## src/rtl/ffvl_pkg.sv

```systemverilog
package ffvl_pkg;
  localparam logic [1:0] MODE_FAILFIRST = 2'd1;

  localparam logic [1:0] RCK_NONE   = 2'd0;
  localparam logic [1:0] RCK_NORMAL = 2'd1;
  localparam logic [1:0] RCK_FORCED = 2'd2;
  localparam logic [1:0] RCK_RSVD   = 2'd3;
endpackage

```

## src/rtl/ffvl_decode.sv

```systemverilog
// Resolves the effective update enable, tested-bit index and inclusive flag.
module ffvl_decode
  import ffvl_pkg::*;
#(
  parameter int SEL_W  = 2,
  parameter int EQ_IDX = 2
) (
  input  logic             rc_i,
  input  logic [1:0]       rc_kind_i,
  input  logic             rc1_i,
  input  logic             incl_i,
  input  logic [SEL_W-1:0] crsel_i,
  output logic             upd_o,
  output logic [SEL_W-1:0] sel_o,
  output logic             incl_o
);
  localparam logic [SEL_W-1:0] EQ_SEL = SEL_W'(EQ_IDX);

  logic rc_eff;
  logic rc1_allowed;

  always_comb begin
    rc_eff      = (rc_kind_i == RCK_NORMAL) && rc_i;
    rc1_allowed = ((rc_kind_i == RCK_NORMAL) && !rc_i) || (rc_kind_i == RCK_FORCED);
    if (rc_eff) begin
      upd_o  = 1'b1;
      sel_o  = crsel_i;
      incl_o = 1'b0;
    end else begin
      upd_o  = rc1_i && rc1_allowed;
      sel_o  = EQ_SEL;
      incl_o = incl_i;
    end
  end
endmodule

```

## src/rtl/ffvl_crtest.sv

```systemverilog
// Per-bit failure vector of the condition field, then selection.
module ffvl_crtest #(
  parameter int CRF_W = 4,
  parameter int SEL_W = 2
) (
  input  logic [CRF_W-1:0] crf_i,
  input  logic [SEL_W-1:0] sel_i,
  input  logic             inv_i,
  output logic             fail_o
);
  logic [CRF_W-1:0] bit_fail;

  for (genvar g = 0; g < CRF_W; g++) begin : g_bit
    assign bit_fail[g] = crf_i[g] ^ inv_i;
  end

  assign fail_o = bit_fail[sel_i];
endmodule

```

## src/rtl/ffvl_trunc.sv

```systemverilog
// Length register, halt flag and truncate strobe.
module ffvl_trunc #(
  parameter int VL_W = 7
) (
  input  logic            clk,
  input  logic            rst_n,
  input  logic            start_i,
  input  logic [VL_W-1:0] vl_i,
  input  logic            elem_valid_i,
  input  logic            active_i,
  input  logic            fail_i,
  input  logic            incl_i,
  input  logic [VL_W-1:0] step_i,
  output logic [VL_W-1:0] vl_o,
  output logic            trunc_o
);
  localparam logic [VL_W-1:0] VL_MAX = {VL_W{1'b1}};

  logic [VL_W-1:0] vl_q, vl_d, new_vl;
  logic            halt_q, halt_d;
  logic            trunc_q, trunc_d;
  logic            hit;
  logic            st_en;

  always_comb begin
    hit = elem_valid_i && active_i && fail_i && !halt_q && !start_i;
    if (!incl_i)               new_vl = step_i;
    else if (step_i == VL_MAX) new_vl = VL_MAX;
    else                       new_vl = step_i + 1'b1;

    vl_d    = vl_q;
    halt_d  = halt_q;
    trunc_d = 1'b0;
    if (start_i) begin
      vl_d   = vl_i;
      halt_d = 1'b0;
    end else if (hit) begin
      vl_d    = new_vl;
      halt_d  = 1'b1;
      trunc_d = 1'b1;
    end
    st_en = start_i || hit;
  end

  always_ff @(posedge clk or negedge rst_n) begin
    if (!rst_n) begin
      vl_q   <= '0;
      halt_q <= 1'b0;
    end else if (st_en) begin
      vl_q   <= vl_d;
      halt_q <= halt_d;
    end
  end

  always_ff @(posedge clk or negedge rst_n) begin
    if (!rst_n) trunc_q <= 1'b0;
    else        trunc_q <= trunc_d;
  end

  assign vl_o    = vl_q;
  assign trunc_o = trunc_q;
endmodule

```

## src/rtl/ffvl_unit.sv

```systemverilog
module ffvl_unit
  import ffvl_pkg::*;
#(
  parameter  int VL_W   = 7,
  parameter  int CRF_W  = 4,
  parameter  int EQ_IDX = 2,
  localparam int SEL_W  = $clog2(CRF_W)
) (
  input  logic             clk,
  input  logic             rst_n,
  input  logic [1:0]       mode_i,
  input  logic             inv_i,
  input  logic [SEL_W-1:0] crsel_i,
  input  logic             rc1_i,
  input  logic             incl_i,
  input  logic             rc_i,
  input  logic [1:0]       rc_kind_i,
  input  logic             start_i,
  input  logic [VL_W-1:0]  vl_i,
  input  logic             elem_valid_i,
  input  logic [VL_W-1:0]  step_i,
  input  logic [CRF_W-1:0] crf_i,
  output logic [VL_W-1:0]  vl_o,
  output logic             trunc_o,
  output logic             crupd_o
);
  logic             upd;
  logic [SEL_W-1:0] sel;
  logic             incl_eff;
  logic             fail;
  logic             active;

  ffvl_decode #(.SEL_W(SEL_W), .EQ_IDX(EQ_IDX)) u_decode (
    .rc_i      (rc_i),
    .rc_kind_i (rc_kind_i),
    .rc1_i     (rc1_i),
    .incl_i    (incl_i),
    .crsel_i   (crsel_i),
    .upd_o     (upd),
    .sel_o     (sel),
    .incl_o    (incl_eff)
  );

  ffvl_crtest #(.CRF_W(CRF_W), .SEL_W(SEL_W)) u_crtest (
    .crf_i  (crf_i),
    .sel_i  (sel),
    .inv_i  (inv_i),
    .fail_o (fail)
  );

  assign active  = (mode_i == MODE_FAILFIRST) && upd;
  assign crupd_o = upd;

  ffvl_trunc #(.VL_W(VL_W)) u_trunc (
    .clk          (clk),
    .rst_n        (rst_n),
    .start_i      (start_i),
    .vl_i         (vl_i),
    .elem_valid_i (elem_valid_i),
    .active_i     (active),
    .fail_i       (fail),
    .incl_i       (incl_eff),
    .step_i       (step_i),
    .vl_o         (vl_o),
    .trunc_o      (trunc_o)
  );
endmodule

```

## config.mk

```make
export PLATFORM = sky130hd
export DESIGN_NAME = ffvl_unit
export DESIGN_NICKNAME = d
export VERILOG_FILES = /design/src/rtl/ffvl_pkg.sv /design/src/rtl/ffvl_decode.sv /design/src/rtl/ffvl_crtest.sv /design/src/rtl/ffvl_trunc.sv /design/src/rtl/ffvl_unit.sv
export SDC_FILE = /design/constraint.sdc
export NUM_CORES = 1
export LEC_CHECK = 0
export BUFFER_PORTS_ARGS = -buffer_cell sky130_fd_sc_hd__clkbuf_2
export CORE_MARGIN = 5
export CORE_UTILIZATION = 47
export DETAILED_ROUTE_END_ITERATION = 7
export PLACE_DENSITY = 0.89
export SLEW_MARGIN = 0
export SYNTH_ARGS = -nofsm -noshare
export SYNTH_HDL_FRONTEND = slang
export SYNTH_SLANG_ARGS = --single-unit
```

## constraint.sdc

```tcl
create_clock -name clk -period 2.68 [get_ports clk]
set_input_delay 0.536 -clock clk [delete_from_list [all_inputs] [get_ports clk]]
set_output_delay 0.536 -clock clk [all_outputs]
set_load 0.05 [all_outputs]
```

# Word-level counts from Yosys, hierarchy flattened
# Index checks and enable logic that the tools add are counted.
# classes
addsub,1
n_lt_le_gt_ge,1
eq_ne,4
n_mux,13
bitwise_logic,4
reduce_logical,15
# op_table
operator,n
7-bit 2-to-1 mux,4
1-bit logical AND,8
"7-bit by 1-bit adder with 7-bit output, second input constant",1
"7-bit equality test, second input constant",1
1-bit 2-to-1 mux,7
"2-bit by 1-bit equality test with 1-bit output, second input constant",2
1-bit bitwise XOR,4
1-bit logical NOT,3
"2-bit by 3-bit less-than comparator with 1-bit output, second input constant",1
1-bit binary-select mux with 2-bit select,1
"2-bit equality test, second input constant",1
1-bit logical OR,2
2-bit 2-to-1 mux,1
2-bit AND reduction,1
2-bit nonzero test,1
# totals
regBits,9
in_bits,32
output_inout_bits,9
word_cells,41

# Depth between registers and ports, before layout
# Gate-level depths: netlist of run 1.
# logic_depth
word_depth,12
mapped_depth,6
depth_no_buf,6

# Cells and area by module
# Synthesis of run 1 repeated with hierarchy kept, for this count alone.
# unflattened
hier_cells,66
area_unflattened_um2,619.3
# by_module_without_submodules
mod,n_inst,cells_per_inst,area_each_um2,seq_area_each_um2
ffvl_trunc,1,55,520.5,225.2
ffvl_decode,1,8,58.8,0.0
ffvl_crtest,1,2,31.3,0.0
ffvl_unit,1,1,8.8,0.0

# Least setup slack after synthesis of run 1
# Ideal clock, no wire load.
# synth_timing
path_kind,input to register
from,in rc_i
to,reg u_trunc.vl_q[5] (netlist: u_trunc.vl_o[5])
setup_ns,0.124
arrival_ns,1.799
t_required_ns,2.556
setup_slack_ns,0.757
stages,5
n_path_buf,0
cell_sequence,o21ai_0 -> o21ai_4 -> o311ai_4 -> o31a_1 -> o31a_1
# synth_between
elab_chain_len,12
word_cells_on_any_way,21
cone_classes,mux: 8; reduce/logical: 13
# synth_lines
element,line_no,source
from (decl),ffvl_unit.sv:16,"input logic rc_i,"
1-bit logical NOT,ffvl_decode.sv:24,rc1_allowed = ((rc_kind_i == RCK_NORMAL) && !rc_i) || (rc_kind_i == RCK_FORCED);
1-bit logical AND,ffvl_decode.sv:24,
1-bit logical OR,ffvl_decode.sv:24,
1-bit logical AND,ffvl_decode.sv:30,upd_o = rc1_i && rc1_allowed;
1-bit 2-to-1 mux (*),ffvl_decode.sv:25,if (rc_eff) begin
via crupd_o,ffvl_unit.sv:25,output logic crupd_o
1-bit logical AND (*),ffvl_unit.sv:51,assign active = (mode_i == MODE_FAILFIRST) && upd;
1-bit logical AND (*) (4 in a row),ffvl_trunc.sv:26,hit = elem_valid_i && active_i && fail_i && !halt_q && !start_i;
2-bit nonzero test (no source line) or 1-bit logical OR (tied branches),n/a,
2-bit AND reduction (no source line) (*),n/a,
to (signal assigned),ffvl_trunc.sv:50,vl_q <= vl_d;
to (decl),ffvl_trunc.sv:19,"logic [VL_W-1:0] vl_q, vl_d, new_vl;"
# Mark *: on every way through the listed nets, which the timed path passes. The rest lies on a longest branch. The select of a mux whose other input is x is not followed.
# A chain may end at the register's enable or synchronous reset.

# Final worst setup path of run 1
# layout_timing
from,in rc_i
to,out crupd_o
# layout_between
elab_chain_len,5
word_cells_on_any_way,6
cone_classes,mux: 1; reduce/logical: 5
# layout_lines
element,line_no
1-bit logical NOT,ffvl_decode.sv:24
1-bit logical AND,ffvl_decode.sv:24
1-bit logical OR,ffvl_decode.sv:24
1-bit logical AND,ffvl_decode.sv:30
1-bit 2-to-1 mux (*),ffvl_decode.sv:25
to (decl),ffvl_unit.sv:25
# Every way passes the cells marked *; elsewhere a longest branch is shown, timed or not.

==> Implementation_results.wiki, run 1 <==
{| class="wikitable"
! Metric !! Value
|-
| Outcome || completed
|-
| DR vias/cell || 6.26
|-
| Share of the clock period used by the worst path || 0.695
|-
| Yosys warning count || 0
|-
| Initial standard-cell utilization of the core || 0.511
|-
| Worst IR Drop VDD || 0.165 mV
|-
| # nets final || 166
|-
| Hold-fix buffers at CTS || 0
|-
| Total half-perimeter wirelength after legalization and detailed placement || 1980 um
|-
| Post-synthesis net count || 124
|-
| Global-route wire length before repair || 3680 um
|-
| Number of antenna repair diodes || 0
|-
| TNS Setup || 0 ns
|-
| Netlist area before placement || 788 um^2
|-
| Top cell type by total area after synthesis || dfrtp_1
|-
| Number of H-tree branching levels || 1
|-
| Post-synthesis sequential element count || 9
|-
| Primary FF master, synth || dfrtp_1
|-
| Worst-case hold slack || 0.114 ns
|-
| Number of unique standard cell types used by synthesis || 31
|-
| Total clock buffers created by CTS || 3
|-
| Final number of max-transition violations || 0
|-
| Largest net degree at the start of global routing || 15
|-
| Total number of vias || 926
|-
| Power after layout || 420 uW
|-
| Clk_lat worst skew || 0.26 ns
|-
| Via count of the first global-routing pass || 863
|-
| Clock tree buffer depth || 2
|-
| Placed instance area || 993 um^2
|-
| Width of the chip || 51.0 um
|-
| Starting DRC count in detailed routing || 20
|-
| Root buf cell || clkbuf_4
|-
| Site row count || 14
|-
| Total global routing track utilization || 0.181
|-
| CP Data Arrival Time || 1.33 ns
|-
| Average detailed-routed wire length per instance || 15.8 um
|-
| R2R cell count || 4
|-
| Final design instance area without fill || 0.00102 mm^2
|-
| Top-area cell type share of the netlist area || 0.286
|-
| Data required time of the worst path || 2.14 ns
|-
| Fmax || 537 MHz
|-
| Mean post-synth cell area || 8.66 um^2
|-
| Number of synthesized flops with an enable pin || 0
|-
| Antenna-violating nets left || 0
|-
| Endpoint kind of the worst setup timing path || output pin
|-
| Fraction of final layout cells sized beyond drive strength 1 || 0.364
|-
| Unrepaired setup endpoints after global routing || no
|-
| Cts repair resizes || 0
|-
| Worst Path Max Fanout || 3
|-
| Cell types occupying the most area after synthesis || dfrtp_1, a31oi_1, nand4_1
|-
| Async set-reset flop share out of synthesis || 1.00
|-
| Overflow left after global routing || 0
|-
| Sequential share of the synthesized area || 0.286
|-
| Final period demand of the worst path || 1.86 ns
|-
| Startpoint type of the worst setup path || input port
|-
| Clock tree from TritonCTS || done
|-
| Slew at the pin closest to its max-slew limit || 0.408 ns
|-
| Clk pin slew, worst setup/hold paths || 0.06 ns
|-
| Fill count || 150
|-
| Relative slew slack || 0.728
|-
| Leading post-synthesis cells by instance count || a31oi_1, dfrtp_1, nand4_1, nor2_1, o31ai_1
|-
| Final hold vios || 0
|-
| Clock net sink count || 9
|-
| Area growth from synthesis to layout || 29.4%
|-
| Vertical extent of the die || 51.0 um
|-
| Number of port buffers || 40
|-
| Count of mapped cells out of synthesis || 91
|-
| Routability congestion estimate from global placement || 0.882
|-
| Type of the worst setup path || in2out
|-
| Setup fix buffers added after clock tree synthesis || 0
|-
| Number of iterations in the first detailed-routing pass || 4
|-
| Most common cell in the netlist || a31oi_1
|-
| Pwr dens || 412 mW/mm^2
|-
| HP Class || in2async
|-
| DRT Wirelength || 2340 um
|-
| Number of antenna violations at the first check in global routing || 0
|-
| Floorplan die area || 0.00260 mm^2
|-
| Leak Pwr || 0.480 nW
|-
| Final setup violation count || 0
|-
| # DRC || 0
|-
| Std-Cell Core Area || 0.00154 mm^2
|-
| Worst clock skew || 0.00637 ns
|-
| Io pins || 41
|-
| Max cap viols || 0
|}
## critical path: stages
cell and delay, ns:
clkbuf_2 0.11, o21ai_0 0.32, o21ai_4 0.11, clkbuf_2 0.25
## metal layers
metal / wire length, um / track usage
met1: 881 / 0.196
met2: 1270 / 0.345
met3: 163 / 0.0349
met4: 25 / 0.0596
met5: 0 / 0
## path summary, 6_finish.rpt
| check | start | endpoint | slack, ns |
|---|---|---|---|
| max | rc_i | crupd_o | 0.82 |
| min | rst_n | u_trunc.vl_o[5] | 0.11 |
| max reg2reg | u_trunc.halt_q | u_trunc.vl_o[5] | 1.14 |
| min reg2reg | u_trunc.halt_q | u_trunc.halt_q | 0.52 |
| max in group asynchronous | rst_n | u_trunc.vl_o[1] | 2.37 |
| min in group clk | vl_i[6] | u_trunc.vl_o[6] | 0.50 |
## kinds of logic after synthesis
logic type | synth area share
flops | 0.286
xor+xnor | 0.0222
fa+ha+maj | 0.0159
mux | 0.0254
buf+inv | 0.0428
simple gates | 0.281
compound gates | 0.327
## through the flow
stage	worst slack, ns	utilization	instances
finish	0.819	0.662	148
global route	0.726	0.662	148
CTS	0.815	0.662	148
detailed placement	0.614	0.644	144
global placement	0.734	0.644	144
floorplan	0.757	-	91
## sequential cells by signal (all words and copies together) (netlist names)
register / flops
u_trunc.halt_q: 1
u_trunc.trunc_o: 1
u_trunc.vl_o: 7
## cell type report
type / count / area, um^2 / share of cell area
inverter: 5 / 18.8 / 0.0184
tap: 16 / 20.0 / 0.0196
sequential: 9 / 225 / 0.221
multi-input combinational: 74 / 529 / 0.519
clock buffer: 4 / 26.3 / 0.0258
timing repair buffer: 40 / 200 / 0.196
## cell usage in the layout, fill, tap and decap left out, drive strengths merged
cell,netlist,layout
a41o,1,1
and4,1,1
clkbuf,1,44
nand3,2,2
inv,4,4
ha,1,1
clkinv,1,1
o311a,1,1
a31oi,13,13
o21ai,2,2
o31a,2,2
and3,4,4
and2,3,3
a21boi,1,1
a21oi,4,4
dfrtp,9,9
nand3b,2,2
nand2,4,4
nand2b,2,2
o311ai,1,1
mux2i,2,2
nand4,9,9
o221ai,2,2
nor4,2,2
o31ai,6,6
and4bb,1,1
nor2,6,6
xnor2,2,2
## power breakdown
group	switching [mW]	leakage (nW)	total (mW)	internal, mW
combinational	0.109	0.358	0.163	0.0535
sequential	0.00644	0.107	0.153	0.146
clock	0.0475	0.0150	0.105	0.0574
total	0.163	0.480	0.420	0.257
Note: power is estimated with default switching activity, not from simulation.
==> run 2: changes to the inputs <==
--- a/config.mk
+++ b/config.mk
@@ -7,9 +7,9 @@
 export LEC_CHECK = 0
 export BUFFER_PORTS_ARGS = -buffer_cell sky130_fd_sc_hd__clkbuf_2
 export CORE_MARGIN = 5
-export CORE_UTILIZATION = 47
+export CORE_UTILIZATION = 40
 export DETAILED_ROUTE_END_ITERATION = 7
-export PLACE_DENSITY = 0.89
+export PLACE_DENSITY = 0.81
 export SLEW_MARGIN = 0
 export SYNTH_ARGS = -nofsm -noshare
 export SYNTH_HDL_FRONTEND = slang
==> constraint.sdc (replaced) <==
create_clock -name clk -period 1.6 [get_ports clk]
set_input_delay 0.32 -clock clk [delete_from_list [all_inputs] [get_ports clk]]
set_output_delay 0.32 -clock clk [all_outputs]
set_load 0.05 [all_outputs]
==> Implementation_results.wiki, run 2 (synthesis results as in run 1) <==
{| class="wikitable"
! Metric !! Value
|-
| Outcome || completed
|-
| Fill count || 183
|-
| Total number of vias || 950
|-
| Slew at the pin closest to its max-slew limit || 0.337 ns
|-
| # nets final || 175
|-
| Clock net sink count || 9
|-
| Hold-fix buffers at CTS || 1
|-
| DR vias/cell || 5.65
|-
| Data required time of the worst path || 1.74 ns
|-
| Cts repair resizes || 0
|-
| Type of the worst setup path || reg2reg
|-
| Internal || 449 uW
|-
| Critical path startpoint || u_trunc.halt_q
|-
| Fraction of power consumed by the clock network || 0.238
|-
| Clk pin slew, worst setup/hold paths || 0.06 ns
|-
| Final number of max-transition violations || 0
|-
| # DRC || 0
|-
| Worst clock skew || 0.00222 ns
|-
| Combinational Power Share || 0.406
|-
| Number of antenna repair diodes || 0
|-
| Final design instance area without fill || 0.00112 mm^2
|-
| Leak Pwr || 0.529 nW
|-
| CP Data Arrival Time || 1.61 ns
|-
| Routability congestion estimate from global placement || 0.829
|-
| DRT Wirelength || 2210 um
|-
| Average detailed-routed wire length per instance || 13.2 um
|-
| R2R cell count || 5
|-
| Worst reg2reg path startpoint || u_trunc.halt_q
|-
| Floorplan die area || 0.00296 mm^2
|-
| Via count of the first global-routing pass || 872
|-
| Count of buffer and inverter cells on the critical path || 1
|-
| CP peak stage delay || 0.37 ns
|-
| Total global routing track utilization || 0.165
|-
| Relative slew slack || 0.774
|-
| TNS Setup || 0 ns
|-
| Worst Path Max Fanout || 5
|-
| Std-Cell Core Area || 0.00192 mm^2
|-
| Placed instance area || 0.00108 mm^2
|-
| Area growth from synthesis to layout || 42.1%
|-
| Clock tree from TritonCTS || done
|-
| Total clock buffers created by CTS || 3
|-
| Fmax || 676 MHz
|-
| Final period demand of the worst path || 1.48 ns
|-
| Highest-count cells in the layout ignoring fill and taps || clkbuf_2, a31oi_1, nand4_1, dfrtp_1, buf_4
|-
| FF-to-FF End || u_trunc.vl_o[2]
|-
| Site row count || 16
|-
| Category of cells accounting for the largest share of critical-path delay || compound AO/OA/AOI/OAI gates
|-
| Post-layout util || 0.583
|-
| Antenna-violating nets left || 0
|-
| Capture point of the critical path || u_trunc.vl_o[2]
|-
| HP Class || in2reg
|-
| Root buf cell || clkbuf_4
|-
| Clk_lat worst skew || 0.26 ns
|-
| Crit. path cell count || 5
|-
| Number of antenna violations at the first check in global routing || 0
|-
| Vertical extent of the die || 54.4 um
|-
| Number of iterations in the first detailed-routing pass || 4
|-
| Fraction of power spent switching nets || 0.375
|-
| Share of the clock period used by the worst path || 0.925
|-
| Pwr dens || 641 mW/mm^2
|-
| Max cap viols || 0
|-
| Final setup violation count || 0
|-
| Io pins || 41
|-
| Endpoint kind of the worst setup timing path || flip-flop
|-
| Total half-perimeter wirelength after legalization and detailed placement || 1830 um
|-
| Global-route wire length before repair || 3560 um
|-
| Clock tree buffer depth || 2
|-
| Final hold vios || 0
|-
| Number of H-tree branching levels || 1
|-
| Setup fix buffers added after clock tree synthesis || 0
|-
| Max reg flops || 7
|-
| Worst-path cell with the longest stage delay || dfrtp_1
|-
| Reg power frac || 0.357
|-
| Fraction of final layout cells sized beyond drive strength 1 || 0.404
|-
| Startpoint type of the worst setup path || flip-flop
|-
| Largest net degree at the start of global routing || 13
|-
| Unrepaired setup endpoints after global routing || no
|-
| Initial standard-cell utilization of the core || 0.410
|-
| Overflow left after global routing || 0
|-
| Number of port buffers || 40
|-
| Net switching power || 269 uW
|-
| Starting DRC count in detailed routing || 12
|-
| R2R setup slack || 0.12 ns
|-
| Cell breakdown of the critical path || and4bb_2 > o311ai_4 > buf_4 > o31ai_1 > a31oi_1
|-
| Commonest non-fill, non-tap cell in the layout || clkbuf_2
|-
| Width of the chip || 54.4 um
|-
| Worst IR Drop VDD || 0.278 mV
|}
run 2: worst min-delay path by stage:
stage,from,end,cells past startpoint
2_1_floorplan,rst_n,u_trunc.halt_q,0
3_3_place_gp,rst_n,u_trunc.vl_o[3],1
3_5_place_dp,rst_n,u_trunc.vl_o[3],1
6_report,vl_i[6],u_trunc.vl_o[6],3
4_1_cts,vl_i[6],u_trunc.vl_o[6],3
5_1_grt,vl_i[4],u_trunc.vl_o[4],3
run 2: worst min-delay path, stage by stage:
cell and delay (ns):
clkbuf_2 0.08, nand2_1 0.05, o31ai_1 0.06
run 2: cell type report:
class,instances,area (um^2),share of cell area
Timing Repair Buffer,49,283,0.253
Multi-Input combinational cell,74,533,0.476
Sequential cell,9,225,0.201
Clock buffer,4,26.3,0.0235
Inverter,5,18.8,0.0168
Tap cell,27,33.8,0.0302
run 2: per-stage QoR:
stage,instances,total power [mW],hold slack (ns),setup slack (ns)
2_1_floorplan,91,0.431,0.0244,-0.00523
3_3_place_gp,163,0.540,0.177,-0.00643
3_5_place_dp,163,0.548,0.181,-0.0796
4_1_cts,168,0.728,0.278,0.117
5_1_grt,168,0.768,0.291,0.0394
6_report,168,0.718,0.291,0.121
run 2: metal layers:
metal  wire length [um]  GRT usage
met4                 10     0.0996
met5                  0          0
met1                924      0.184
met3                182    0.00817
met2               1100      0.305
run 2: power by group through the flow:
stage	sequential [mW]	clock (mW)	combinational, mW
2_1_floorplan	0.318	0	0.112
3_3_place_gp	0.259	0	0.281
3_5_place_dp	0.260	0	0.288
4_1_cts	0.256	0.182	0.291
5_1_grt	0.258	0.193	0.316
6_report	0.256	0.171	0.291
==> run 3: changes to the inputs <==
--- a/config.mk
+++ b/config.mk
@@ -7,9 +7,10 @@
 export LEC_CHECK = 0
 export BUFFER_PORTS_ARGS = -buffer_cell sky130_fd_sc_hd__clkbuf_2
 export CORE_MARGIN = 5
-export CORE_UTILIZATION = 40
+export CORE_UTILIZATION = 47
+export CTS_CLUSTER_DIAMETER = 200
 export DETAILED_ROUTE_END_ITERATION = 7
-export PLACE_DENSITY = 0.81
+export PLACE_DENSITY = 0.89
 export SLEW_MARGIN = 0
 export SYNTH_ARGS = -nofsm -noshare
 export SYNTH_HDL_FRONTEND = slang
==> constraint.sdc (replaced) <==
create_clock -name clk -period 1.9 [get_ports clk]
set_input_delay 0.285 -clock clk [delete_from_list [all_inputs] [get_ports clk]]
set_output_delay 0.285 -clock clk [all_outputs]
set_load 0.05 [all_outputs]
==> Implementation_results.wiki, run 3 (synthesis results as in run 1) <==
{| class="wikitable"
! Metric !! Value
|-
| Outcome || completed
|-
| Combinational Power Share || 0.389
|-
| Cell breakdown of the critical path || clkbuf_2 > nand3b_4 > o221ai_1 > and3_1 > nor4_1 > o31a_1
|-
| Highest-count cells in the layout ignoring fill and taps || clkbuf_2, a31oi_1, nand4_1, dfrtp_1
|-
| Layout Cells excl Fill || 149
|-
| Starting DRC count in detailed routing || 20
|-
| Pwr dens || 577 mW/mm^2
|-
| CP Data Arrival Time || 1.72 ns
|-
| Final number of max-transition violations || 0
|-
| Relative slew slack || 0.727
|-
| Total clock buffers created by CTS || 3
|-
| DR vias/cell || 6.22
|-
| Final period demand of the worst path || 1.57 ns
|-
| Largest net degree at the start of global routing || 15
|-
| Total half-perimeter wirelength after legalization and detailed placement || 1980 um
|-
| Least setup slack across all paths after layout || 0.325 ns
|-
| Vertical extent of the die || 51.0 um
|-
| Worst clock skew || 0.00611 ns
|-
| R2R setup slack || 0.36 ns
|-
| Total number of vias || 927
|-
| HP Class || in2reg
|-
| Fill count || 149
|-
| Number of antenna violations at the first check in global routing || 0
|-
| DRT Wirelength || 2360 um
|-
| Root buf cell || clkbuf_4
|-
| Final setup violation count || 0
|-
| Area growth from synthesis to layout || 30.6%
|-
| Via count of the first global-routing pass || 875
|-
| Total global routing track utilization || 0.184
|-
| Type of the worst setup path || in2reg
|-
| # nets final || 167
|-
| Share of the clock period used by the worst path || 0.829
|-
| Cts repair resizes || 0
|-
| # placed instances || 144
|-
| Std-Cell Core Area || 0.00154 mm^2
|-
| Data required time of the worst path || 2.05 ns
|-
| Top routing layer in use || met4
|-
| Hold-fix buffers at CTS || 1
|-
| Worst IR Drop VDD || 0.233 mV
|-
| Clk pin slew, worst setup/hold paths || 0.06 ns
|-
| Commonest non-fill, non-tap cell in the layout || clkbuf_2
|-
| Leak Pwr || 0.484 nW
|-
| Number of antenna repair diodes || 0
|-
| Io pins || 41
|-
| Unrepaired setup endpoints after global routing || no
|-
| Clock tree buffer depth || 2
|-
| Met3 wire length || 148 um
|-
| Fraction of power consumed by the clock network || 0.249
|-
| Max reg flops || 7
|-
| Setup fix buffers added after clock tree synthesis || 0
|-
| Antenna-violating nets left || 0
|-
| Clk_lat worst skew || 0.26 ns
|-
| Worst Path Max Fanout || 14
|-
| Overflow left after global routing || 0
|-
| Worst-case hold slack || 0.247 ns
|-
| Max cap viols || 0
|-
| Fraction of final layout cells sized beyond drive strength 1 || 0.361
|-
| Internal || 364 uW
|-
| Number of iterations in the first detailed-routing pass || 4
|-
| Clock net sink count || 9
|-
| Global-route wire length before repair || 3730 um
|-
| Initial standard-cell utilization of the core || 0.511
|-
| Endpoint kind of the worst setup timing path || flip-flop
|-
| CP peak stage delay || 0.39 ns
|-
| Category of cells accounting for the largest share of critical-path delay || simple AND/OR/NAND/NOR gates
|-
| Reg power frac || 0.363
|-
| Routed length on met1 || 904 um
|-
| Pre-CTS setup slack || 0.0847 ns
|-
| # DRC || 0
|-
| Site row count || 14
|-
| Met2 routed WL || 1280 um
|-
| Floorplan die area || 0.00260 mm^2
|-
| Width of the chip || 51.0 um
|-
| Worst-path cell with the longest stage delay || and3_1
|-
| Net switching power || 230 uW
|-
| Startpoint type of the worst setup path || input port
|-
| Count of buffer and inverter cells on the critical path || 1
|-
| Power after layout || 594 uW
|-
| Average detailed-routed wire length per instance || 15.8 um
|-
| Routability congestion estimate from global placement || 0.882
|-
| Number of H-tree branching levels || 1
|-
| Final hold vios || 0
|-
| Slew at the pin closest to its max-slew limit || 0.408 ns
|-
| TNS Setup || 0 ns
|-
| Number of port buffers || 40
|-
| Fraction of power spent switching nets || 0.387
|-
| Clock tree from TritonCTS || done
|-
| Fmax || 635 MHz
|}
## run 3: changes by cell type in the layout (fill, tap and decap cells not counted), sizes merged
cell  previous run  this run
buf              8         0
## run 3: metrics by stage
stage / util / area, um^2
after floorplan: - / 788
after global placement: 0.644 / 993
after detailed placement: 0.644 / 993
after CTS: 0.668 / 1030
after global routing: 0.668 / 1030
final: 0.668 / 1030
## run 3: final cells by class
type / count / area (um^2) / share of cell area
multi-input cells: 74 / 529 / 0.514
flip-flops and latches: 9 / 225 / 0.219
repair buffers: 41 / 210 / 0.204
clock buffers: 4 / 26.3 / 0.0255
well taps: 16 / 20.0 / 0.0194
inverters: 5 / 18.8 / 0.0182
## run 3: routing by layer
layer	up-vias	global-route usage
met2	32	0.353
met5	-	0
met1	433	0.196
met4	0	0.0596
met3	4	0.0349
li1	458	-
## run 3: worst paths after layout
path                                      from         endpoint  cells after the start
worst max register to register  u_trunc.halt_q  u_trunc.vl_o[5]                      4
min in group asynchronous                rst_n  u_trunc.vl_o[5]                      2
max in group asynchronous                rst_n  u_trunc.vl_o[1]                      2
worst max-delay path              rc_kind_i[1]  u_trunc.vl_o[5]                      6
worst min register to register  u_trunc.halt_q   u_trunc.halt_q                      2
worst min-delay path                   vl_i[6]  u_trunc.vl_o[6]                      3
## run 3: tightest hold or removal path, delay by kind of cell
kind	cells	cell delay, ns
buffers and inverters	1	0.08
and+or+nand+nor	1	0.05
AOI/OAI and AO/OA	1	0.06
## run 3: power by group through the flow
| stage | combinational (mW) | clock, mW | sequential, mW |
|---|---|---|---|
| after floorplan | 0.0939 | 0 | 0.268 |
| after global placement | 0.219 | 0 | 0.218 |
| after detailed placement | 0.228 | 0 | 0.219 |
| after CTS | 0.231 | 0.152 | 0.215 |
| after global routing | 0.249 | 0.162 | 0.217 |
| final | 0.231 | 0.148 | 0.215 |
